--- config.mk ---
export PLATFORM = sky130hd
export DESIGN_NAME = burst_rd_term
export DESIGN_NICKNAME = d
export VERILOG_FILES = /design/src/rtl/rt_pkg.sv /design/src/rtl/rt_ctrl_fsm.sv /design/src/rtl/rt_remain_counter.sv /design/src/rtl/rt_rx_fifo.sv /design/src/rtl/burst_rd_term.sv
export SDC_FILE = /design/constraint.sdc
export NUM_CORES = 1
export LEC_CHECK = 0
export ABC_CLOCK_PERIOD_IN_PS = 6800
export BUFFER_PORTS_ARGS = -buffer_cell sky130_fd_sc_hd__buf_2
export CORE_MARGIN = 4
export CORE_UTILIZATION = 60
export DETAILED_ROUTE_END_ITERATION = 8
export PLACE_DENSITY = 0.8
export SETUP_SLACK_MARGIN = 0.5
export SYNTH_ARGS = -nofsm -noshare
export SYNTH_HDL_FRONTEND = slang
export SYNTH_SLANG_ARGS = --single-unit
--- constraint.sdc ---
create_clock -name clk -period 6.8 [get_ports clk]
set_input_delay 0.68 -clock clk [delete_from_list [all_inputs] [get_ports clk]]
set_output_delay 0.68 -clock clk [all_outputs]
set_load 0.01 [all_outputs]
--- src/rtl/rt_pkg.sv ---
package rt_pkg;
    typedef enum logic [1:0] {
        ST_IDLE  = 2'd0,
        ST_BURST = 2'd1,
        ST_DONE  = 2'd2
    } rt_state_e;
endpackage

--- src/rtl/rt_ctrl_fsm.sv ---
module rt_ctrl_fsm
    import rt_pkg::*;
(
    input  logic clk,
    input  logic rst_n,
    input  logic req_valid,
    input  logic core_done,
    output logic accept,
    output logic finish,
    output logic in_idle,
    output logic in_burst,
    output logic in_done
);
    rt_state_e state_q, state_d;

    // Next-state logic
    always_comb begin
        state_d = state_q;
        unique case (state_q)
            ST_IDLE:  if (req_valid) state_d = ST_BURST;   // ACCEPT
            ST_BURST: if (core_done) state_d = ST_DONE;    // FINISH
            ST_DONE:  state_d = ST_IDLE;                   // RETIRE
            default:  state_d = ST_IDLE;
        endcase
    end

    // State register
    always_ff @(posedge clk) begin
        if (!rst_n) state_q <= ST_IDLE;
        else        state_q <= state_d;
    end

    // Output decode
    always_comb begin
        in_idle  = 1'b0;
        in_burst = 1'b0;
        in_done  = 1'b0;
        unique case (state_q)
            ST_IDLE:  in_idle  = 1'b1;
            ST_BURST: in_burst = 1'b1;
            ST_DONE:  in_done  = 1'b1;
            default:  in_idle  = 1'b1;
        endcase
        accept = in_idle  && req_valid;
        finish = in_burst && core_done;
    end
endmodule

--- src/rtl/rt_remain_counter.sv ---
module rt_remain_counter #(
    parameter int LEN_W = 8
) (
    input  logic             clk,
    input  logic             rst_n,
    input  logic             load,
    input  logic [LEN_W-1:0] len,
    input  logic             dec,
    input  logic             clear,
    input  logic             hint_en,
    output logic             hint_two,
    output logic             hint_one
);
    logic [LEN_W-1:0] rem_q;
    logic [LEN_W-1:0] rem_m1;

    assign rem_m1 = rem_q - LEN_W'(1);

    always_ff @(posedge clk) begin
        if (!rst_n) begin
            rem_q    <= '0;
            hint_one <= 1'b0;
            hint_two <= 1'b0;
        end else if (clear) begin
            rem_q    <= '0;
            hint_one <= 1'b0;
            hint_two <= 1'b0;
        end else if (load) begin
            rem_q    <= len;
            hint_one <= hint_en && (len == LEN_W'(1));
            hint_two <= hint_en && (len == LEN_W'(2));
        end else if (dec && (rem_q != '0)) begin
            rem_q    <= rem_m1;
            hint_one <= hint_en && (rem_m1 == LEN_W'(1));
            hint_two <= hint_en && (rem_m1 == LEN_W'(2));
        end
    end
endmodule

--- src/rtl/rt_rx_fifo.sv ---
module rt_rx_fifo #(
    parameter int DATA_W = 32,
    parameter int DEPTH  = 8
) (
    input  logic              clk,
    input  logic              rst_n,
    input  logic              push,
    input  logic [DATA_W-1:0] wdata,
    input  logic              pop,
    output logic [DATA_W-1:0] rdata,
    output logic              empty,
    output logic              full
);
    localparam int PTR_W = (DEPTH > 1) ? $clog2(DEPTH) : 1;
    localparam int CNT_W = $clog2(DEPTH + 1);

    logic [DATA_W-1:0] mem [DEPTH];
    logic [PTR_W-1:0]  wr_ptr, rd_ptr;
    logic [CNT_W-1:0]  count;
    logic              do_push, do_pop;

    assign empty   = (count == '0);
    assign full    = (count == CNT_W'(DEPTH));
    assign do_push = push && !full;
    assign do_pop  = pop && !empty;
    assign rdata   = mem[rd_ptr];

    function automatic logic [PTR_W-1:0] bump(input logic [PTR_W-1:0] p);
        return (p == PTR_W'(DEPTH - 1)) ? '0 : p + PTR_W'(1);
    endfunction

    always_ff @(posedge clk) begin
        if (do_push) mem[wr_ptr] <= wdata;
    end

    always_ff @(posedge clk) begin
        if (!rst_n) begin
            wr_ptr <= '0;
            rd_ptr <= '0;
            count  <= '0;
        end else begin
            if (do_push) wr_ptr <= bump(wr_ptr);
            if (do_pop)  rd_ptr <= bump(rd_ptr);
            unique case ({do_push, do_pop})
                2'b10:   count <= count + CNT_W'(1);
                2'b01:   count <= count - CNT_W'(1);
                default: count <= count;
            endcase
        end
    end
endmodule

--- src/rtl/burst_rd_term.sv ---
module burst_rd_term #(
    parameter int DATA_W     = 32,
    parameter int LEN_W      = 8,
    parameter int FIFO_DEPTH = 8
) (
    input  logic              clk,
    input  logic              rst_n,
    input  logic              req_valid,
    input  logic [LEN_W-1:0]  req_len,
    input  logic              req_be_sel,
    input  logic              req_term_sel,
    output logic              req_ready,
    output logic              core_rd_req,
    output logic              core_be_sel,
    output logic              core_term_sel,
    output logic              hint_two,
    output logic              hint_one,
    input  logic              core_rd_valid,
    input  logic [DATA_W-1:0] core_rd_data,
    input  logic              core_rd_done,
    output logic              rd_done,
    input  logic              rx_pop,
    output logic [DATA_W-1:0] rx_data,
    output logic              rx_empty,
    output logic              rx_full
);
    logic accept, finish, in_idle, in_burst, in_done;
    logic be_q, term_q;
    logic hint_en;

    rt_ctrl_fsm u_fsm (
        .clk       (clk),
        .rst_n     (rst_n),
        .req_valid (req_valid),
        .core_done (core_rd_done),
        .accept    (accept),
        .finish    (finish),
        .in_idle   (in_idle),
        .in_burst  (in_burst),
        .in_done   (in_done)
    );

    // Mode bits captured at acceptance, held for the transaction
    always_ff @(posedge clk) begin
        if (!rst_n) begin
            be_q   <= 1'b0;
            term_q <= 1'b0;
        end else if (accept) begin
            be_q   <= req_be_sel;
            term_q <= req_term_sel;
        end
    end

    // Hints are used unless both selects request queue-empty termination
    assign hint_en = accept ? !(req_be_sel && req_term_sel) : !(be_q && term_q);

    rt_remain_counter #(.LEN_W(LEN_W)) u_cnt (
        .clk      (clk),
        .rst_n    (rst_n),
        .load     (accept),
        .len      (req_len),
        .dec      (in_burst && core_rd_valid),
        .clear    (finish),
        .hint_en  (hint_en),
        .hint_two (hint_two),
        .hint_one (hint_one)
    );

    rt_rx_fifo #(.DATA_W(DATA_W), .DEPTH(FIFO_DEPTH)) u_fifo (
        .clk   (clk),
        .rst_n (rst_n),
        .push  (core_rd_valid),
        .wdata (core_rd_data),
        .pop   (rx_pop),
        .rdata (rx_data),
        .empty (rx_empty),
        .full  (rx_full)
    );

    assign req_ready     = in_idle;
    assign core_rd_req   = in_burst;
    assign rd_done       = in_done;
    assign core_be_sel   = be_q;
    assign core_term_sel = term_q;
endmodule

======== Yosys cells after proc, flatten, opt, wreduce, memory -nomap -nowiden ========
Memories as Yosys holds them, arrays and structs flattened. A register that Yosys moved wholly into a read port is not among the register bits.
Index checks and enable logic that the tools add are counted.
storage, ports and cells
  memories ................................ 1
  RAM bits ................................ 256
  logic and storage cells ................. 73
  bits in registers ....................... 24
memory list
  name        depth  width  read ports  clocked after memory_dff  wr ports  RTL line          text
  u_fifo.mem  8      32     1           1                         1         rt_rx_fifo.sv:17  logic [DATA_W-1:0] mem [DEPTH];
operators by class
  $add $sub $neg .......................... 5
  mux-type cells .......................... 20
  equality and inequality tests ........... 13
  bitwise gates (word level) .............. 1
  reductions and logical operators ........ 24
operator list
  cell                 number
  $eq 8x1->1 const B   2
  $eq 8x2->1 const B   2
  $mux 8               2
  $logic_and 1x1->1    12
  $mux 3               4
  $mux 1               10
  $pmux 4 s2           1
  $reduce_bool 8->1    1
  $sub 8x1->8 const B  1
  $add 3x1->3 const B  2
  $eq 3x3->1 const B   2
  $add 4x1->4 const B  1
  $eq 2x1->1 const B   2
  $eq 2x2->1 const B   2
  $eq 4x4->1 const B   1
  $logic_not 1->1      4
  $logic_not 4->1      1
  $mux 2               2
  $ne 2x2->1 const B   2
  $pmux 2 s2           1
  $reduce_bool 2->1    2
  $reduce_or 2->1      2
  $sub 4x1->4 const B  1
  $logic_not 2->1      1
  2 further kinds      2

======== Logic depth before layout (Yosys ltp) ========
  depth in word-level cells ............... 8
  gate-level depth with buffers ........... 10
  mapped depth without buffers ............ 10

======== Cells and area by module ========
A second synthesis with hierarchy kept.
second synthesis, totals
  cells, all modules ...................... 571
  area total of the unflattened synthesis .. 11,493.5 um^2
modules (own cells, without submodules)
  module             cells an instance  area an instance (um^2)  instances  sequential area each (um^2)
  rt_rx_fifo         450                10,496.3                 1          7,947.6
  rt_remain_counter  92                 734.5                    1          200.2
  rt_ctrl_fsm        20                 165.2                    1          40.0
  burst_rd_term      9                  97.6                     1          40.0

======== Least setup slack after synthesis ========
OpenSTA, ideal clock, no wires.
  path type ............................... input to register
  start point ............................. in core_rd_valid
  end point ............................... mem u_fifo.mem[0][0] (enable)
  arrival ................................. 3.910 ns
  cell stages on the path ................. 2
  path buffers ............................ 0
  path slack .............................. 2.389 ns
  library setup time ...................... 0.501 ns
  cell sequence ........................... nand2_1 > nor4_1
on the way
  longest elaborated chain between the ends .. 3
ends and longest elaborated chain
  what                          RTL line             text
  start: declaration            burst_rd_term.sv:18  input logic core_rd_valid,
  $logic_and 1x1->1             rt_rx_fifo.sv:24     assign do_push = push && !full;
  $mux 1                        rt_rx_fifo.sv:33     if (do_push) mem[wr_ptr] <= wdata;
  $mux 1 (implied by the code)  rt_rx_fifo.sv:33
  end: declaration              rt_rx_fifo.sv:17
Every way passes these cells.

==> impl_metrics.tcl <==
set metrics [dict create \
    antenna_found_initial 1 \
    synth_edf_count 256 \
    clock.fmax_mhz 272 \
    yosysTopAreaCell "edfxtp_1" \
    post-dp-hpwl_um 12500 \
    setup_viol 0 \
    area_delta_synth_final_pct 14.3 \
    die_w_um 144 \
    via_per_inst 6.14 \
    fillers 1088 \
    cts_sinks 283 \
    finalWirelength_um 21700 \
    ys_ff_latch 283 \
    synthCells 558 \
    ys.flop_type "edfxtp_1" \
    worstMarginPinSlew_ns 1.08 \
    mostFrequentLayoutCells "edfxtp_1 (256), buf_2 (88), mux4_2 (64), mux2_2 (32), clkbuf_16 (27)" \
    grt_usage_pct 21.4 \
    post_cts_resized 0 \
    layout_commonest_cell "edfxtp_1" \
    grt_pass1_wl_um 33600 \
    start_kind "register" \
    cts_max_level 1 \
    r2r_cells 5 \
    crit_path_max_incr_delay_ns 0.83 \
    powerDensity_nw_per_um2 341 \
    ios 89 \
    core_area_um2 18100 \
    hp-class "primary input to register" \
    multi_input_area_um2 2760 \
    cts_tree "yes" \
    design_area_um2 12700 \
    p_leak_nw 4.25 \
    synth_fp_nets 619 \
    dr.pass1.iters 4 \
    status "finished, final reports clean" \
    yosysWarnings 0 \
    initial_utilization_pct 61.4 \
    overflow 0 \
    cts_setup_buffers 0 \
    path_cells "buf_4, mux4_2, mux2_2, buf_2" \
    clk_pin_slew_ns 0.06 \
    skew_ns 0.0135 \
    crit_type "register to output port" \
    syn_avg_cell_area_um2 19.9 \
    finalCriticalPeriod_ns 3.67 \
    final_net_count 724 \
    yosysSeqAreaShare_pct 74.1 \
    place_inst 863 \
    placedInstanceArea_um2 11900 \
    worstReg2RegStart "u_fifo.count[1]$_SDFFE_PN0P_" \
    diodes 0 \
    cp_num_cells 4 \
    ys_top_cells_by_area "edfxtp_1 (69%), mux4_2 (13%), dfxtp_1 (4.9%), mux2_2 (3.2%), ha_1 (1.4%)" \
    min-delay-start "req_term_sel" \
    finalCritPeriodShare_pct 54.0 \
    r2r-end "u_fifo.mem[2][4]$_DFFE_PP_" \
    critPathArrivalTime_ns 2.99 \
    cp.required_ns 6.12 \
    tns_ns 0 \
    first_global_vias 5829 \
    port-buffer-count 88 \
    cts_inserted_buffers 27 \
    hold_violations 0 \
    final_cells 909 \
    synth_top_area_share_pct 69.3 \
    slowest_stage "buf_4" \
    relSlewSlack_pct 27.8 \
    synth.distinct_cells 39 \
    ant_nets 0 \
    worstSkewPairLatency_ns 0.52 \
    wl_per_cell_um 23.8 \
    clockRootBuffer "clkbuf_16" \
    route.detailed.drc 0 \
    grt_start_max_net_pins 55 \
    gp_routability_congestion 0.767 \
    peakVddDrop_v 0.000190 \
    vias 5577 \
    num_rows 49 \
    crit_path_end "rx_data[21]" \
    reg2reg_slack_ns 4.03 \
    final_layout_size_suffix_gt1_share_pct 36.6 \
    syn_area_um2 11100 \
    register_area_um2 8230 \
    die-area_um2 20700 \
    die-height_um 144 \
    cp-end-kind "output port" \
    hold_buffers 0 \
    path_delay_family "buffers and inverters" \
    slew_viol_final 0 \
    async_reset_ff_share_pct 0 \
    cp.buffers_inverters 2 \
    rsz0062_at_grt "no" \
    drtIter0Drc 392 \
    clockBufferDepth 3 \
    cap_violations 0 \
    path_max_fanout 54 \
]
==> registers in the layout, indices dropped and copies added, names as in the netlist, named ones only <==
name and flops:
core_be_sel 1, core_term_sel 1, u_cnt.hint_one 1, u_cnt.hint_two 1, u_cnt.rem_q 8, u_fifo.count 4
u_fifo.mem 256, u_fifo.rd_ptr 3, u_fifo.wr_ptr 3, u_fsm.state_q 2
==> report_power, final <==
part / internal [W] / switching (W) / total [W]
registers: 0.00199 / 0.0000634 / 0.00205
logic: 0.000447 / 0.000429 / 0.000876
clock network: 0.000806 / 0.000590 / 0.00140
total: 0.00324 / 0.00108 / 0.00433
==> Yosys cell counts, types with 5 or more instances <==
cell type	instances
buf_2	7
nor2_1	26
mux2_2	32
a211oi_1	5
inv_1	12
edfxtp_1	256
nand3_1	5
clkbuf_1	14
nand2b_1	5
xor2_1	6
nor3_1	6
ha_1	12
dfxtp_1	27
a21oi_1	20
mux4_2	64
nand2_1	14
==> area by class of cell <==
type,instances,share of cell area (%)
multi-input combinational,238,21.7
clock inverter,9,0.543
timing repair buffer,101,4.24
tap,229,2.26
sequential,283,64.9
inverter,12,0.355
clock buffer,37,5.94
==> worst min-delay path: stages <==
cell,delay (ns)
buf_2,0.10
nand2_1,0.05
a21oi_1,0.05
==> how the worst min path moves through the flow <==
stage	end	slack, ns	depth (start not counted)
final	core_term_sel$_SDFFE_PN0P_	0.41	3
after CTS	core_term_sel$_SDFFE_PN0P_	0.39	3
after global routing	core_term_sel$_SDFFE_PN0P_	0.41	3
after detailed placement	u_cnt.hint_two$_SDFFE_PP0P_	0.45	2
after floorplan	register	0.45	2
after global placement	register	0.46	2
==> layer usage <==
layer / vias up / routed length, µm / global-route usage, % / part of all wire (%)
li1: 2465 / - / - / -
met2: 218 / 11300 / 36.4 / 52
met5: - / 15 / 0 / 0.069
met3: 27 / 1420 / 3.57 / 6.5
met4: 2 / 310 / 4.86 / 1.4
met1: 2865 / 8620 / 29.9 / 40
==> metrics by stage <==
stage,hold slack [ns],power (W),utilization [%],setup slack (ns)
final,0.408,0.00433,70.1,3.13
after global routing,0.407,0.00453,70.1,2.88
after CTS,0.387,0.00437,70.1,3.00
after detailed placement,0.454,0.00297,65.6,3.61
after global placement,0.455,0.00294,65.6,3.65
after floorplan,0.455,0.00272,-,2.39
==> kinds of logic after synthesis <==
logic type / Yosys count / synth area share [%]
AND/OR/NAND/NOR: 75 / 3.37
flip-flops: 283 / 74.1
buffers and inverters: 37 / 1.47
multiplexers: 100 / 16.6
adder cells (fa/ha/maj): 13 / 1.53
XOR/XNOR: 9 / 0.710
AO/OA/AOI/OAI: 41 / 2.20
Note: power is estimated with default switching activity, not from simulation.
